### src/rtl/eepw_pkg.sv
package eepw_pkg;
  typedef enum logic [3:0] {
    ST_IDLE, ST_SEG, ST_WREN, ST_GAP_A, ST_WRITE, ST_GAP_B, ST_POLL, ST_WAIT
  } wstate_t;

  localparam logic [7:0] OP_WREN  = 8'h06;
  localparam logic [7:0] OP_WRITE = 8'h02;
  localparam logic [7:0] OP_RDSR  = 8'h05;
  localparam logic [7:0] OP_HIBIT = 8'h08;

  localparam logic [1:0] AM_8  = 2'd0;
  localparam logic [1:0] AM_9  = 2'd1;
  localparam logic [1:0] AM_16 = 2'd2;
  localparam logic [1:0] AM_24 = 2'd3;

  function automatic logic [1:0] addr_bytes(input logic [1:0] mode);
    case (mode)
      AM_16:   return 2'd2;
      AM_24:   return 2'd3;
      default: return 2'd1;
    endcase
  endfunction
endpackage

### src/rtl/eepw_spi_shift.sv
module eepw_spi_shift #(
  parameter int HALF = 4
) (
  input  logic       clk,
  input  logic       rst,
  input  logic       start,
  input  logic [7:0] tx,
  input  logic       miso,
  output logic       sclk,
  output logic       mosi,
  output logic       done,
  output logic [7:0] rx
);
  localparam int HW = (HALF > 1) ? $clog2(HALF) : 1;

  logic [HW-1:0] cnt;
  logic [2:0]    bits;
  logic [7:0]    sh;
  logic          active;

  assign mosi = sh[7];

  always_ff @(posedge clk) begin
    if (rst) begin
      cnt <= '0; bits <= '0; sh <= '0; active <= 1'b0;
      sclk <= 1'b0; done <= 1'b0; rx <= '0;
    end else begin
      done <= 1'b0;
      if (start) begin
        sh <= tx; active <= 1'b1; cnt <= '0; bits <= '0;
      end else if (active) begin
        if (cnt == HW'(HALF - 1)) begin
          cnt <= '0;
          if (!sclk) begin
            sclk <= 1'b1;
            rx   <= {rx[6:0], miso};
          end else begin
            sclk <= 1'b0;
            if (bits == 3'd7) begin
              active <= 1'b0;
              done   <= 1'b1;
            end else begin
              bits <= bits + 3'd1;
              sh   <= {sh[6:0], 1'b0};
            end
          end
        end else begin
          cnt <= cnt + HW'(1);
        end
      end
    end
  end

  // data may only change while the clock is low
  p_mosi_hold_r10: assert property (@(posedge clk) disable iff (rst)
    sclk |-> $stable(mosi));
endmodule

### src/rtl/eepw_seg_calc.sv
module eepw_seg_calc #(
  parameter int AW     = 25,
  parameter int CNT_W  = 16,
  parameter int PLOG_W = 5
) (
  input  logic [AW-1:0]     off,
  input  logic [PLOG_W-1:0] plog,
  input  logic [CNT_W-1:0]  remain,
  output logic [CNT_W-1:0]  seg
);
  logic [AW-1:0] page, room;

  always_comb begin
    page = AW'(1) << plog;
    room = page - (off & (page - AW'(1)));
    seg  = (room < AW'(remain)) ? room[CNT_W-1:0] : remain;
  end
endmodule

### src/rtl/eepw_poll_timer.sv
module eepw_poll_timer #(
  parameter int MS_CYC  = 50000,
  parameter int TMO_CYC = 1250000
) (
  input  logic clk,
  input  logic rst,
  input  logic clr,
  input  logic waiting,
  output logic gap_up,
  output logic expired
);
  localparam int EW = $clog2(TMO_CYC + 1);
  localparam int IW = $clog2(MS_CYC + 1);

  logic [EW-1:0] elapsed;
  logic [IW-1:0] ivl;

  assign expired = (elapsed >= EW'(TMO_CYC));
  assign gap_up  = waiting && (ivl == IW'(MS_CYC - 1));

  always_ff @(posedge clk) begin
    if (rst || clr)     elapsed <= '0;
    else if (!expired)  elapsed <= elapsed + EW'(1);
  end

  always_ff @(posedge clk) begin
    if (rst || !waiting) ivl <= '0;
    else                 ivl <= ivl + IW'(1);
  end

  // the window counter never moves past its limit
  p_elapsed_sat_r7: assert property (@(posedge clk) disable iff (rst)
    $past(expired) && !$past(clr) |-> $stable(elapsed));
endmodule

### src/rtl/eeprom_page_writer.sv
module eeprom_page_writer
  import eepw_pkg::*;
#(
  parameter int ADDR_W     = 24,
  parameter int CNT_W      = 16,
  parameter int PLOG_W     = 5,
  parameter int CLK_HZ     = 50_000_000,
  parameter int TIMEOUT_MS = 25,
  parameter int SCK_HALF   = 4,
  parameter int CS_GAP     = 4
) (
  input  logic              clk,
  input  logic              rst,
  input  logic              start,
  input  logic [ADDR_W-1:0] start_off,
  input  logic [CNT_W-1:0]  byte_cnt,
  input  logic [PLOG_W-1:0] page_log2,
  input  logic [ADDR_W:0]   mem_bytes,
  input  logic [1:0]        addr_mode,
  input  logic [7:0]        wr_data,
  output logic              wr_take,
  output logic              spi_sclk,
  output logic              spi_cs_n,
  output logic              spi_mosi,
  input  logic              spi_miso,
  output logic              busy,
  output logic              done,
  output logic              err_range,
  output logic              err_timeout
);
  localparam int W       = ADDR_W + 1;
  localparam int IDX_W   = CNT_W + 2;
  localparam int MS_CYC  = (CLK_HZ / 1000 < 1) ? 1 : CLK_HZ / 1000;
  localparam int TMO_CYC = MS_CYC * TIMEOUT_MS;
  localparam int GW      = (CS_GAP > 1) ? $clog2(CS_GAP) : 1;

  wstate_t           state;
  logic [W-1:0]      cur_off;
  logic [CNT_W-1:0]  remain, seg_len, seg_nxt;
  logic [IDX_W-1:0]  idx, last_idx;
  logic [GW-1:0]     gap_cnt;
  logic [1:0]        mode_r;
  logic [PLOG_W-1:0] plog_r;
  logic              launch;

  // request check and clipping
  logic [W-1:0] off_ext, avail, eff;
  logic         out_rng;
  always_comb begin
    off_ext = W'(start_off);
    avail   = mem_bytes - off_ext;
    eff     = (W'(byte_cnt) > avail) ? avail : W'(byte_cnt);
    out_rng = (off_ext >= mem_bytes);
  end

  eepw_seg_calc #(.AW(W), .CNT_W(CNT_W), .PLOG_W(PLOG_W)) u_seg (
    .off(cur_off), .plog(plog_r), .remain(remain), .seg(seg_nxt));

  // byte chooser
  logic [1:0]  alen, asel;
  logic [7:0]  opcode, abyte, tx_byte;
  logic [31:0] off32;
  always_comb begin
    alen   = addr_bytes(mode_r);
    off32  = 32'(cur_off);
    asel   = alen - idx[1:0];
    abyte  = 8'(off32 >> {asel, 3'b000});
    opcode = OP_WRITE | (((mode_r == AM_9) && (cur_off[W-1:8] != '0)) ? OP_HIBIT : 8'h00);
    case (state)
      ST_WREN:  tx_byte = OP_WREN;
      ST_POLL:  tx_byte = (idx == '0) ? OP_RDSR : 8'h00;
      ST_WRITE: tx_byte = (idx == '0) ? opcode :
                          (idx <= IDX_W'(alen)) ? abyte : wr_data;
      default:  tx_byte = 8'h00;
    endcase
  end

  logic       sh_done;
  logic [7:0] sh_rx;
  eepw_spi_shift #(.HALF(SCK_HALF)) u_shift (
    .clk(clk), .rst(rst), .start(launch), .tx(tx_byte), .miso(spi_miso),
    .sclk(spi_sclk), .mosi(spi_mosi), .done(sh_done), .rx(sh_rx));

  logic gap_up, expired;
  eepw_poll_timer #(.MS_CYC(MS_CYC), .TMO_CYC(TMO_CYC)) u_timer (
    .clk(clk), .rst(rst), .clr(state == ST_GAP_B), .waiting(state == ST_WAIT),
    .gap_up(gap_up), .expired(expired));

  assign busy = (state != ST_IDLE);

  always_ff @(posedge clk) begin
    if (rst) begin
      state <= ST_IDLE; cur_off <= '0; remain <= '0; seg_len <= '0;
      idx <= '0; last_idx <= '0; gap_cnt <= '0; mode_r <= '0; plog_r <= '0;
      launch <= 1'b0; spi_cs_n <= 1'b1; wr_take <= 1'b0; done <= 1'b0;
      err_range <= 1'b0; err_timeout <= 1'b0;
    end else begin
      done    <= 1'b0;
      launch  <= 1'b0;
      wr_take <= launch && (state == ST_WRITE) && (idx > IDX_W'(alen));
      if (launch) idx <= idx;
      case (state)
        ST_IDLE: if (start) begin
          err_range <= 1'b0; err_timeout <= 1'b0;
          mode_r <= addr_mode; plog_r <= page_log2;
          cur_off <= off_ext; remain <= eff[CNT_W-1:0];
          if (out_rng || eff == '0) begin
            err_range <= 1'b1; done <= 1'b1;
          end else begin
            state <= ST_SEG;
          end
        end
        ST_SEG: begin
          seg_len <= seg_nxt; idx <= '0; last_idx <= '0;
          spi_cs_n <= 1'b0; launch <= 1'b1; state <= ST_WREN;
        end
        ST_GAP_A, ST_GAP_B: begin
          gap_cnt <= gap_cnt + GW'(1);
          if (gap_cnt == GW'(CS_GAP - 1)) begin
            gap_cnt <= '0; idx <= '0; spi_cs_n <= 1'b0; launch <= 1'b1;
            if (state == ST_GAP_A) begin
              last_idx <= IDX_W'(alen) + IDX_W'(seg_len);
              state    <= ST_WRITE;
            end else begin
              last_idx <= IDX_W'(1);
              state    <= ST_POLL;
            end
          end
        end
        ST_WAIT: if (gap_up) begin
          idx <= '0; spi_cs_n <= 1'b0; launch <= 1'b1; state <= ST_POLL;
        end
        default: if (sh_done) begin   // ST_WREN, ST_WRITE, ST_POLL
          if (idx != last_idx) begin
            idx <= idx + IDX_W'(1); launch <= 1'b1;
          end else begin
            spi_cs_n <= 1'b1;
            if (state == ST_WREN)       state <= ST_GAP_A;
            else if (state == ST_WRITE) state <= ST_GAP_B;
            else if (!sh_rx[0]) begin
              cur_off <= cur_off + W'(seg_len);
              remain  <= remain - seg_len;
              if (remain == seg_len) begin
                done <= 1'b1; state <= ST_IDLE;
              end else begin
                state <= ST_SEG;
              end
            end else if (expired) begin
              err_timeout <= 1'b1; done <= 1'b1; state <= ST_IDLE;
            end else begin
              state <= ST_WAIT;
            end
          end
        end
      endcase
    end
  end

  // assertions
  logic [W-1:0] page_w;
  assign page_w = W'(1) << plog_r;

  p_seg_fits_r4: assert property (@(posedge clk) disable iff (rst)
    state == ST_WRITE |-> (seg_len != '0) &&
      ((cur_off & (page_w - W'(1))) + W'(seg_len) <= page_w));
  p_range_quiet_r2: assert property (@(posedge clk) disable iff (rst)
    err_range |-> spi_cs_n);
  p_err_excl_r7: assert property (@(posedge clk) disable iff (rst)
    !(err_range && err_timeout));
  p_take_write_r11: assert property (@(posedge clk) disable iff (rst)
    wr_take |-> (state == ST_WRITE) && !spi_cs_n);
  p_sclk_idle_r10: assert property (@(posedge clk) disable iff (rst)
    spi_cs_n |-> !spi_sclk);
endmodule

### config.mk
export PLATFORM = sky130hd
export DESIGN_NAME = eeprom_page_writer
export DESIGN_NICKNAME = d
export VERILOG_FILES = /design/src/rtl/eepw_pkg.sv /design/src/rtl/eepw_spi_shift.sv /design/src/rtl/eepw_seg_calc.sv /design/src/rtl/eepw_poll_timer.sv /design/src/rtl/eeprom_page_writer.sv
export SDC_FILE = /design/constraint.sdc
export NUM_CORES = 1
export LEC_CHECK = 0
export BUFFER_PORTS_ARGS = -buffer_cell sky130_fd_sc_hd__buf_4
export CORE_ASPECT_RATIO = 0.8
export CORE_MARGIN = 1
export CORE_UTILIZATION = 60
export CTS_CLUSTER_DIAMETER = 40
export DETAILED_ROUTE_END_ITERATION = 7
export PLACE_DENSITY = 0.86
export SYNTH_ARGS = -nofsm -noshare
export SYNTH_HDL_FRONTEND = slang
export SYNTH_SLANG_ARGS = --single-unit
### constraint.sdc
create_clock -name clk -period 8.68 [get_ports clk]
set_input_delay 1.736 -clock clk [delete_from_list [all_inputs] [get_ports clk]]
set_output_delay 1.736 -clock clk [all_outputs]
set_load 0.05 [all_outputs]
==> out/results.tsv, run 1 <==
metric	value	unit
cap_violations	0	
status	finished clean	
finalNonFillerCells	2283	
clk_latency	0.44	ns
io_pins	92	
grt_pass1_wl	75.80	mm
yosysWarnings	0	
cts_buffer_depth	2	
rr_endpoint	seg_len[5]	
seqPwrFrac	0.291	
pwr-share-clk	0.258	
synth_edf_count	0	
synth_top_family_by_area	simple AND/OR/NAND/NOR gates	
grt_pass1_vias	14210	
drc	0	
synth-async-reset-ratio	0	
syn_area	14500	µm²
synth_area_leader_cell	dfxtp_1	
skew	0.008743	ns
slew_violations	0	
synth_fa_ha_area_frac	0.09524	
rows	50	
clkSinkCount	164	
ys_ff_latch	164	
drt_first_pass_iters	8	
r2r_cells	22	
crit_end	seg_len[5]	
post_drt_wl_per_cell	21.06	µm
grtUsageTotal	0.3840	
clock.fmax	151.1	MHz
grt_max_degree	93	
start_util	0.6150	
p_int	1.736	mW
min_path_type	flop to flop	
critPathKind	flop to flop	
final-hold-violation-count	0	
syn2layout_area_growth	9.550	%
routed-via-count	15540	
tritoncts	built	
synth_cell_types	87	
drive_above_1_share	0.1005	
drt_iter0_markers	2108	
fin_crit	6.616	ns
hold_buffers	0	
yosys_most_used_dff	dfxtp_1	
root_buffer	clkbuf_16	
n_antenna_cell	0	
syn_inst	1932	
dp.cells	2251	
final_common_cell	nor2_1	
wirelength	48.08	mm
leakagePower	6.343	nW
cts.repair.resized	0	
cp-startpoint	plog_r[1]	
die-height	141.1	µm
port_buffers	91	
synth.area.mux_share	0.02096	
tightestPinTransition	1.143	ns
final_cell_mix	170 x nor2_1, 164 x dfxtp_1, 162 x nand2_1, 126 x a21oi_1, 113 x buf_4	
arrival	6.96	ns
synth_area_leaders	dfxtp_1 23%, ha_1 9.0%, nor2_1 4.4%	
syn-num-nets	2124	
p_per_area	193.3	nW/µm²
fin_crit_sh	0.7622	
overflow	0	
synth-xor-area-share	0.07790	
critPathLaunchType	flop	
drtAntennaViolNets	0	
cp-end-kind	flop	
nNetsFinal	2150	
synth_simple_gate_area_share	0.2612	
dp_hpwl	35.82	mm
cts_buffers	17	
die_w	175.8	µm
gp_congestion	1.088	
p_sw	1.335	mW
cts_setup_buffers	0	
via_per_inst	6.806	
dieArea	24800	µm²
fin_tns_setup	0	ns
yosysTopAreaCellShare	0.2264	
synth-compound-area-share	0.2599	
cts.htree.levels	4	
clkSlewWorstSetupHoldPaths	0.07	ns
avgSynthCellArea	7.507	µm²
combPwrFrac	0.451	
grt_setup_unrepaired	false	
core	23590	µm²
grt_antenna_before_repair	0	
yosysSeqAreaShare	0.2264	
peakVddDrop	143.5	µV
reg2reg_from	plog_r[1]	
critPathRequiredTime	9.03	ns
setup_violations	0	
crit_path_max_fanout	50	
sw_frac_of_total	0.4347	
max_slew_margin	0.2330	
r2r_setup_slack	2.06	ns
[synth_stat cells, types with 16 or more instances]
master,instances
a211oi_1,30
a21o_1,25
a21oi_1,126
a22oi_1,38
a31oi_1,35
and3_1,26
clkbuf_1,75
dfxtp_1,164
ha_1,104
inv_1,101
mux2i_1,18
nand2_1,162
nand2b_1,25
nand3_1,67
nand4_1,49
nor2_1,171
nor2b_1,24
nor3_1,69
nor4_1,46
o211ai_1,19
o21a_1,25
o21ai_0,90
o31ai_1,25
or2_2,16
or3_1,35
xnor2_1,65
xor2_1,64
[layer usage]
metal | share of wire | vias up | track usage
met1 | 0.42 | 7231 | 0.5310
li1 | - | 7225 | -
met5 | 0 | - | 0
met4 | 0.037 | 0 | 0.1451
met2 | 0.41 | 934 | 0.5667
met3 | 0.13 | 148 | 0.1022
[cell type report]
type	instances	area [µm²]
clock buffers	17	425.4
clock inverters	15	166.4
fillers	1966	7696
inverters	102	382.9
multi-input cells	1560	10390
flip-flops and latches	164	3283
well taps	312	390.4
repair buffers	113	848.3
[sequential cells by signal, summed over array words and instances, names as in the netlist, 3 cells and up]
signal / count
cur_off: 25
u_timer.elapsed: 21
idx: 18
last_idx: 17
remain: 16
seg_len: 16
u_timer.ivl: 16
u_shift.sh: 8
plog_r: 5
state: 3
u_shift.bits: 3
[worst max-delay path, cell delays in order, from the launching register on]
cell       delay [ns]
dfxtp_1          0.31
buf_4            0.27
nor4_1           0.92
nand2_1          0.19
ha_1             0.25
buf_4            0.22
inv_1            0.25
a21oi_1          0.11
o311a_1          0.33
nor3_1           0.31
a21oi_1          0.16
o21ai_1          0.31
a21oi_1          0.13
xor2_1           0.20
ha_1             0.32
nand4_1          0.14
nor4_1           0.30
a21boi_0         0.31
o221ai_1         0.20
o2111ai_1        0.21
or2_1            0.65
o31ai_1          0.16
a311oi_1         0.27
[power groups by stage]
| stage | sequential [mW] | clock [mW] | combinational, mW |
|---|---|---|---|
| after global routing | 0.892 | 0.823 | 1.49 |
| after floorplan | 0.855 | 0 | 0.992 |
| after global placement | 0.897 | 0 | 1.31 |
| after detailed placement | 0.899 | 0 | 1.33 |
| final | 0.893 | 0.792 | 1.39 |
| after CTS | 0.882 | 0.792 | 1.34 |
[worst min-delay path by stage]
stage / startpoint / end / slack [ns] / cells after the start
6_report: u_timer.ivl[0] / u_timer.ivl[0] / 0.45 / 1
5_1_grt: u_timer.ivl[0] / u_timer.ivl[0] / 0.50 / 1
4_1_cts: u_timer.ivl[0] / u_timer.ivl[0] / 0.45 / 1
3_5_place_dp: u_timer.ivl[0] / u_timer.ivl[0] / 0.45 / 1
3_3_place_gp: u_timer.ivl[0] / u_timer.ivl[0] / 0.43 / 1
2_1_floorplan: u_timer.ivl[0] / u_timer.ivl[0] / 0.42 / 1
[logic make-up (layout without fill, tap and decap cells)]
family	after synthesis	after routing
AND/OR/NAND/NOR	746	746
AO/OA/AOI/OAI	549	549
buffers and inverters	208	247
flip-flops	164	164
XOR/XNOR	129	129
adder cells (fa/ha/maj)	108	108
multiplexers	28	28
[stage by stage]
| stage | hold WS (ns) | total power [mW] | area, µm² | utilization | worst slack (ns) |
|---|---|---|---|---|---|
| after floorplan | 0.4179 | 1.846 | 14500 | - | 2.953 |
| after global placement | 0.4272 | 2.202 | 15300 | 0.6486 | 1.994 |
| after detailed placement | 0.4460 | 2.224 | 15300 | 0.6486 | 1.773 |
| after CTS | 0.4545 | 3.011 | 15890 | 0.6737 | 2.220 |
| after global routing | 0.4980 | 3.204 | 15890 | 0.6737 | 1.673 |
| final | 0.4531 | 3.072 | 15890 | 0.6737 | 2.064 |
(Power assumes the default switching activity.)
==> run 2: changes to the inputs <==
==> constraint.sdc (replaced) <==
create_clock -name clk -period 6.45 [get_ports clk]
set_input_delay 1.29 -clock clk [delete_from_list [all_inputs] [get_ports clk]]
set_output_delay 1.29 -clock clk [all_outputs]
set_load 0.05 [all_outputs]
==> out/results.tsv, run 2 (synthesized netlist as in run 1, its figures left out) <==
metric	value	unit
critPathKind	flop to flop	
n_antenna_cell	0	
critPathRequiredTime	6.74	ns
grt_setup_unrepaired	false	
cp_common_cell	a21oi_1	
status	finished clean	
dp_hpwl	37.19	mm
fin_crit	5.910	ns
grtUsageTotal	0.3938	
final_cell_mix	170 x nor2_1, 164 x dfxtp_1, 162 x nand2_1, 126 x a21oi_1, 118 x buf_4	
die-height	141.1	µm
drt_first_pass_iters	7	
die_w	175.8	µm
p_total	4.139	mW
cts.htree.levels	4	
syn2layout_area_growth	9.808	%
drc	0	
skew	0.01621	ns
top_register	cur_off	
min_path_type	flop to flop	
rows	50	
port_buffers	91	
tritoncts	built	
postPlaceCellArea	15330	µm²
post_drt_wl_per_cell	21.58	µm
drt_iter0_markers	2010	
cap_violations	0	
clkSinkCount	164	
crit_path_max_fanout	13	
core	23590	µm²
overflow	0	
via_per_inst	6.791	
io_pins	92	
critPathLaunchType	flop	
arrival	6.20	ns
cts.repair.resized	0	
root_buffer	clkbuf_16	
leakagePower	6.350	nW
dieArea	24800	µm²
final_core_util	0.6753	
start_util	0.6150	
setup_violations	0	
wirelength	49.37	mm
critical_path.cell_chain	nor3_1 -> nand2_1 -> ha_1 -> inv_1 -> a21oi_1 -> o311a_1 -> nor3_1 -> a21oi_1 -> o21ai_1 -> buf_4 -> a21oi_1 -> xor2_1 -> ha_1 -> nand4_1 -> nor4_1 -> a21boi_0 -> o221ai_1 -> o2111ai_1 -> or2_1 -> buf_4 -> o31ai_2 -> o311ai_1	
routed-via-count	15540	
final-hold-violation-count	0	
cts_buffer_depth	2	
cp-end-kind	flop	
cts_setup_buffers	0	
grt_antenna_before_repair	0	
p_per_area	259.9	nW/µm²
max_stage_delay	0.66	ns
clk_latency	0.44	ns
nNetsFinal	2155	
grt_pass1_wl	77.33	mm
slew_violations	0	
drtAntennaViolNets	0	
hold_buffers	0	
tightestPinTransition	1.305	ns
fin_crit_sh	0.9163	
drive_above_1_share	0.1027	
fin_area	15930	µm²
max_slew_margin	0.1219	
largest_reg_flops	25	
largestRegisters	cur_off (25), u_timer.elapsed (21), idx (18)	
final_common_cell	nor2_1	
grt_max_degree	64	
finalNonFillerCells	2288	
clkSlewWorstSetupHoldPaths	0.08	ns
critPathSlowestCell	nor3_1	
cts_buffers	17	
gp_congestion	0.9996	
clock.fmax	169.2	MHz
peakVddDrop	199.5	µV
grt_pass1_vias	14570	
dp.cells	2256	
fin_tns_setup	0	ns
-- run 2: changes by cell type in the layout (fill, tap and decap cells not counted), sizes merged --
cell / previous run / this run
buf: 113 / 118
bufinv: 2 / 0
clkinvlp: 0 / 2
clkbuf: 17 / 18
inv: 110 / 109
-- run 2: critical path, delay by kind of cell (launching register included) --
kind,cells,cell delay [ns]
compound gates,10,1.96
fa+ha+maj,2,0.61
xor+xnor,1,0.32
buf+inv,3,0.64
flops,1,0.44
simple gates,6,1.79
-- run 2: power by group --
group          internal (mW)  switching [mW]
registers               1.07           0.138
clock network          0.529           0.499
logic                  0.698            1.21
-- run 2: final timing paths --
path                                startpoint        endpoint  slack [ns]  depth (start not counted)
worst max-delay path                 plog_r[2]      seg_len[3]        0.54                         22
worst min-delay path            u_timer.ivl[0]  u_timer.ivl[0]        0.46                          1
worst max register to register       plog_r[2]      seg_len[3]        0.54                         22
worst min register to register  u_timer.ivl[0]  u_timer.ivl[0]        0.46                          1
-- run 2: cell type report --
class	instances	area [µm²]
repair buffers	118	885.9
well taps	312	390.4
multi-input cells	1560	10390
clock inverters	14	152.6
flip-flops and latches	164	3283
clock buffers	18	439.2
inverters	102	382.9
fillers	1966	7659
-- run 2: stage by stage --
stage | hold slack (ns) | setup WS (ns)
final | 0.4607 | 0.5399
after global routing | 0.4937 | 0.2938
after CTS | 0.4614 | 0.7911
after detailed placement | 0.4466 | 0.5615
after global placement | 0.4278 | 0.6863
after floorplan | 0.4179 | 1.169
-- run 2: per-layer routing --
metal  part of all wire  GRT usage  wire [µm]  vias to the layer above
met5                  0          0          0                        -
met4              0.039     0.1657       1911                        0
met3               0.11     0.1133       5628                      154
met2               0.42     0.5896      20840                      884
met1               0.43     0.5262      20990                     7271
li1                   -          -          -                     7229
